==> src/rtl/pte_pkg.sv <==
package pte_pkg;
  localparam int ATTR_W  = 8;
  localparam int CAUSE_W = 4;

  localparam int BIT_V = 0;
  localparam int BIT_R = 1;
  localparam int BIT_W = 2;
  localparam int BIT_X = 3;
  localparam int BIT_U = 4;
  localparam int BIT_A = 6;
  localparam int BIT_D = 7;

  typedef enum logic [1:0] {
    ACC_READ  = 2'd0,
    ACC_WRITE = 2'd1,
    ACC_RMW   = 2'd2,
    ACC_EXEC  = 2'd3
  } accKind_e;

  localparam logic [1:0] PRIV_USER  = 2'd0;
  localparam logic [1:0] PRIV_SUPER = 2'd1;

  localparam logic [CAUSE_W-1:0] CAUSE_FETCH_ACC  = 4'd1;
  localparam logic [CAUSE_W-1:0] CAUSE_LOAD_ACC   = 4'd5;
  localparam logic [CAUSE_W-1:0] CAUSE_STORE_ACC  = 4'd7;
  localparam logic [CAUSE_W-1:0] CAUSE_FETCH_PAGE = 4'd12;
  localparam logic [CAUSE_W-1:0] CAUSE_LOAD_PAGE  = 4'd13;
  localparam logic [CAUSE_W-1:0] CAUSE_STORE_PAGE = 4'd15;

  typedef struct packed {
    logic isUser;
    logic illegal;
    logic wantRead;
    logic wantWrite;
    logic isExec;
  } ctlStrobes_t;
endpackage

==> src/rtl/pte_ctl.sv <==
module pte_ctl
  import pte_pkg::*;
(
  input  logic        clk,
  input  logic        rstN,
  input  logic [1:0]  accType,
  input  logic [1:0]  privMode,
  output ctlStrobes_t strb,
  output logic        privError
);
  accKind_e kind;

  always_comb begin
    kind           = accKind_e'(accType);
    strb.isUser    = (privMode == PRIV_USER);
    strb.illegal   = (privMode != PRIV_USER) && (privMode != PRIV_SUPER);
    strb.wantRead  = (kind == ACC_READ) || (kind == ACC_RMW);
    strb.wantWrite = (kind == ACC_WRITE) || (kind == ACC_RMW);
    strb.isExec    = (kind == ACC_EXEC);
  end

  always_ff @(posedge clk or negedge rstN) begin
    if (!rstN) privError <= 1'b0;
    else       privError <= strb.illegal;
  end

  AST_ERR_RAISED: assert property (@(posedge clk) disable iff (!rstN)
    strb.illegal |=> privError);
  AST_ERR_CLEARED: assert property (@(posedge clk) disable iff (!rstN)
    !strb.illegal |=> !privError);
  AST_ONE_KIND: assert property (@(posedge clk) disable iff (!rstN)
    $onehot0({strb.isExec, strb.wantWrite && !strb.wantRead,
              strb.wantRead && !strb.wantWrite}));
endmodule

==> src/rtl/pte_datapath.sv <==
module pte_datapath
  import pte_pkg::*;
(
  input  logic               clk,
  input  logic               rstN,
  input  ctlStrobes_t        strb,
  input  logic [ATTR_W-1:0]  pteAttr,
  input  logic               mxrEn,
  input  logic               sumEn,
  input  logic               faultIsAccess,
  output logic               pteInvalid,
  output logic               pteIsPointer,
  output logic               accessOk,
  output logic               needUpdate,
  output logic [ATTR_W-1:0]  attrNext,
  output logic [CAUSE_W-1:0] excCause
);
  logic vBit, rBit, wBit, xBit, uBit, aBit, dBit;
  logic readable, dataOk, userOk, superOk;
  logic [ATTR_W-1:0] setMask;

  assign vBit = pteAttr[BIT_V];
  assign rBit = pteAttr[BIT_R];
  assign wBit = pteAttr[BIT_W];
  assign xBit = pteAttr[BIT_X];
  assign uBit = pteAttr[BIT_U];
  assign aBit = pteAttr[BIT_A];
  assign dBit = pteAttr[BIT_D];

  always_comb begin
    pteInvalid   = !vBit || (wBit && !rBit);
    pteIsPointer = !(rBit || wBit || xBit);

    readable = rBit || (xBit && mxrEn);
    dataOk   = (!strb.wantRead || readable) && (!strb.wantWrite || wBit);
    userOk   = uBit && (strb.isExec ? xBit : dataOk);
    superOk  = strb.isExec ? (!uBit && xBit) : ((!uBit || sumEn) && dataOk);
    accessOk = !strb.illegal && (strb.isUser ? userOk : superOk);

    needUpdate = !aBit || (strb.wantWrite && !dBit);
    setMask          = '0;
    setMask[BIT_A]   = 1'b1;
    setMask[BIT_D]   = strb.wantWrite;
    attrNext         = pteAttr | setMask;

    if (strb.isExec)
      excCause = faultIsAccess ? CAUSE_FETCH_ACC : CAUSE_FETCH_PAGE;
    else if (strb.wantWrite)
      excCause = faultIsAccess ? CAUSE_STORE_ACC : CAUSE_STORE_PAGE;
    else
      excCause = faultIsAccess ? CAUSE_LOAD_ACC : CAUSE_LOAD_PAGE;
  end

  AST_ILLEGAL_DENIED: assert property (@(posedge clk) disable iff (!rstN)
    strb.illegal |-> !accessOk);
  AST_USER_NEEDS_U: assert property (@(posedge clk) disable iff (!rstN)
    (strb.isUser && accessOk) |-> uBit);
  AST_SUPER_EXEC_NO_U: assert property (@(posedge clk) disable iff (!rstN)
    (!strb.isUser && strb.isExec && accessOk) |-> (!uBit && xBit));
  AST_NEXT_HAS_A: assert property (@(posedge clk) disable iff (!rstN)
    attrNext[BIT_A] && (attrNext[5:0] == pteAttr[5:0]));
  AST_NO_UPDATE_SAME: assert property (@(posedge clk) disable iff (!rstN)
    !needUpdate |-> (attrNext == pteAttr));
  AST_POINTER_LEGAL_V: assert property (@(posedge clk) disable iff (!rstN)
    (pteIsPointer && vBit) |-> !pteInvalid);
endmodule

==> src/rtl/pte_perm_check.sv <==
module pte_perm_check
  import pte_pkg::*;
(
  input  logic         clk,
  input  logic         rstN,
  input  logic [7:0]   pteAttr,
  input  logic [1:0]   accType,
  input  logic [1:0]   privMode,
  input  logic         mxrEn,
  input  logic         sumEn,
  input  logic         faultIsAccess,
  output logic         pteInvalid,
  output logic         pteIsPointer,
  output logic         accessOk,
  output logic         needUpdate,
  output logic [7:0]   attrNext,
  output logic [3:0]   excCause,
  output logic         privError
);
  ctlStrobes_t strb;

  pte_ctl uCtl (
    .clk(clk), .rstN(rstN), .accType(accType), .privMode(privMode),
    .strb(strb), .privError(privError)
  );

  pte_datapath uDp (
    .clk(clk), .rstN(rstN), .strb(strb), .pteAttr(pteAttr),
    .mxrEn(mxrEn), .sumEn(sumEn), .faultIsAccess(faultIsAccess),
    .pteInvalid(pteInvalid), .pteIsPointer(pteIsPointer),
    .accessOk(accessOk), .needUpdate(needUpdate),
    .attrNext(attrNext), .excCause(excCause)
  );
endmodule

==> config.mk <==
export PLATFORM = sky130hd
export DESIGN_NAME = pte_perm_check
export DESIGN_NICKNAME = d
export VERILOG_FILES = /design/src/rtl/pte_pkg.sv /design/src/rtl/pte_ctl.sv /design/src/rtl/pte_datapath.sv /design/src/rtl/pte_perm_check.sv
export SDC_FILE = /design/constraint.sdc
export NUM_CORES = 1
export LEC_CHECK = 0
export BUFFER_PORTS_ARGS = -buffer_cell sky130_fd_sc_hd__buf_2
export CORE_AREA = 2 2 39 41
export DETAILED_ROUTE_END_ITERATION = 6
export DIE_AREA = 0 0 41 43
export GPL_TIMING_DRIVEN = 0
export PLACE_DENSITY = 0.55
export SLEW_MARGIN = 0
export SYNTH_ARGS = -nofsm -noshare
export SYNTH_HDL_FRONTEND = slang
export SYNTH_SLANG_ARGS = --single-unit
export TNS_END_PERCENT = 20
==> constraint.sdc <==
create_clock -name clk -period 3.4 [get_ports clk]
set_clock_uncertainty 0.2 [all_clocks]
set_input_delay 0.68 -clock clk [delete_from_list [all_inputs] [get_ports clk]]
set_output_delay 0.68 -clock clk [all_outputs]
set_load 0.02 [all_outputs]
==> impl_results.md <==
* Crit path required time at 2.52 ns
* I/O pin count at 34
* Count of cell types in the netlist at 15
* Die width at 41 um
* Number of synthesized register bits at 1
* Maximum number of pins on one net before global-route repair at 7
* Post-cts repair resize count at 0
* Final TNS setup at 0 ns
* Synth warnings at 0
* DIE HEIGHT at 43 um
* Average detailed-routed wire length per instance at 7.538 um
* Largest area contributor in the netlist: buf_4
* Fraction of layout instances using a drive strength above 1 at 0.6452
* Dominant cells by area after synthesis: buf_4 24%, ha_1 17%, dfrtp_1 11%
* Flip-flop count of the largest register, all copies and words added at 1
* Utilization of the core after routing at 0.2857
* Layout overhead on the synthesized area at 79.55%
* Register with the most flip-flops: uCtl.privError
* Number of buffers inserted to repair setup after CTS at 0
* Largest stage delay on the critical path at 0.24 ns
* Synthesized area at 220.2 um^2
* Max cap viols at 0
* Number of diodes added for antenna fixing at 0
* Remaining global-route overflow at 0
* Predominant post-synthesis flop cell: dfrtp_1
* Total Nets Final at 84
* CP cell instances: buf_2, ha_1, nand2b_1, a31oi_1, o311a_1, buf_2
* Clock-pin transition on the worst setup and hold timing paths at 0 ns
* Leading cell types by count after synthesis: 7 x buf_4, 5 x inv_1, 4 x o21ai_0
* Mean number of vias per cell at 3.795
* Post-detailed-placement half-perimeter wirelength at 566.5 um
* Wire length of the first global-routing pass at 883 um
* Number of antenna violations at the first check in global routing at 0
* Total DRC errors in the routed layout at 0
* Critical setup path kind: input pin to output port
* RSZ-0062 raised after global routing: no
* CORE AREA at 1384 um^2
* Leakage power summed over all cells at 0.2437 nW
* Number of setup violations in the final report at 0
* Hold Violations, Final at 0
* Count of flip-flops with a built-in enable after synthesis at 0
* Total routed wirelength at 588 um
* Total via count in the routed design at 296
* Cell with the most instances after synthesis: buf_4
* Cell mode on critical path: buf_2
* Final clock period utilization by the worst path at 0.7585
* Worst hold-check path type: input pin to async pin
* Site row count at 14
* Max Transition Viols Final at 0
* Registers with the most flip-flops: uCtl.privError x1
* RD Place Congestion at 0.5603
* Proportion of netlist area held by the largest area contributor at 0.2386
* Iteration-0 DRC count of the detailed router at 2
* Post-synth ARST share at 1.000
* DRT Pass-1 Iters at 2
* Run status: finished, final reports clean
* Pwr per Cell Area at 170.2 nW/um^2
* Maximum operating frequency at 0.3878 GHz
* ANT nets after route at 0
* IO buf count at 31
* Clock period minus final worst setup slack at 2.579 ns
* Critical path capture point type: output port
* Gr usage total at 0.06593
* Worst VDD drop at 0.00004592 V
* Synthesized netlist net count at 51
* Die ar. at 1763 um^2
* Hold Buf Count CTS at 0
* Dpl cell area at 395.4 um^2
* Starting Density at 0.1591
* Crit-path slowest cell: ha_1
* Final cell area excluding filler cells at 395.4 um^2
* Syn avg cell area at 7.104 um^2
* CP Max Fanout at 6
* Worst EP arrival at 1.70 ns
* Number of global-route vias before repair at 243
* Nature of the critical path startpoint: input pin
* Register area share after synthesis at 0.1136
* Instance count of the mapped netlist at 31
worst max-delay path: cells and delay by family:
family | cells | cell delay, ns
buffers and inverters | 2 | 0.27
adders and majority gates | 1 | 0.24
AOI/OAI and AO/OA | 2 | 0.35
and+or+nand+nor | 1 | 0.16
stage by stage:
| step | power [mW] | setup slack [ns] | instances | hold WS [ns] |
|---|---|---|---|---|
| after global placement | 0.06733 | 0.7998 | 78 | 0.2545 |
| final | 0.06728 | 0.8212 | 78 | 0.2550 |
| after CTS | 0.06834 | 0.7878 | 78 | 0.2557 |
| after global routing | 0.07306 | 0.7328 | 78 | 0.2583 |
| after floorplan | 0.04627 | 0.8334 | 31 | 0.1844 |
| after detailed placement | 0.06810 | 0.7878 | 78 | 0.2559 |
how the worst max path moves through the flow:
stage / slack [ns] / endpoint / from / depth (start not counted)
after floorplan: 0.83 / needUpdate / accType[0] / 4
after global placement: 0.80 / accessOk / accType[0] / 6
after detailed placement: 0.79 / accessOk / accType[0] / 6
after CTS: 0.79 / accessOk / accType[0] / 6
after global routing: 0.73 / accessOk / accType[0] / 6
final: 0.82 / accessOk / accType[0] / 6
routing by layer:
metal  GRT usage  routed length [um]  vias up  share of wire
li1            -                   -      154              -
met1     0.06013                 197      127           0.34
met2      0.1469                 319       15           0.54
met3           0                  71        0           0.12
met4           0                   0        0              0
met5           0                   0        -              0
power by group:
group / switching [mW] / internal [mW]
combinational: 0.0299 / 0.0246
sequential: 0.000116 / 0.0127
clock: 0 / 0
total: 0.0300 / 0.0373
area by class of cell:
cell class / count / area, um^2
Fill cell: 177 / 988.4
Timing Repair Buffer: 31 / 155.1
Sequential cell: 1 / 25.02
Tap cell: 16 / 20.02
Inverter: 5 / 18.77
Buffer: 8 / 56.30
Multi-Input combinational cell: 17 / 120.1
cells by family (layout without fill, tap and decap cells):
family,count (synthesis),count (layout),synth area share
compound gates,8,8,0.2444
fa+ha+maj,3,3,0.1705
buf+inv,13,44,0.3409
flops,1,1,0.1136
other cells,1,1,0.01703
simple gates,5,5,0.1137
cells in the final DEF, fill, tap and decap left out, drive strengths merged:
cell type / netlist / layout
o311a: 1 / 1
inv: 5 / 5
ha: 3 / 3
nor3: 1 / 1
o21ba: 1 / 1
a31oi: 1 / 1
buf: 7 / 38
nand2: 2 / 2
or2: 1 / 1
dfrtp: 1 / 1
o21ai: 4 / 4
conb: 1 / 1
nand2b: 1 / 1
clkbuf: 1 / 1
o21bai: 1 / 1
(Power assumes the default switching activity.)
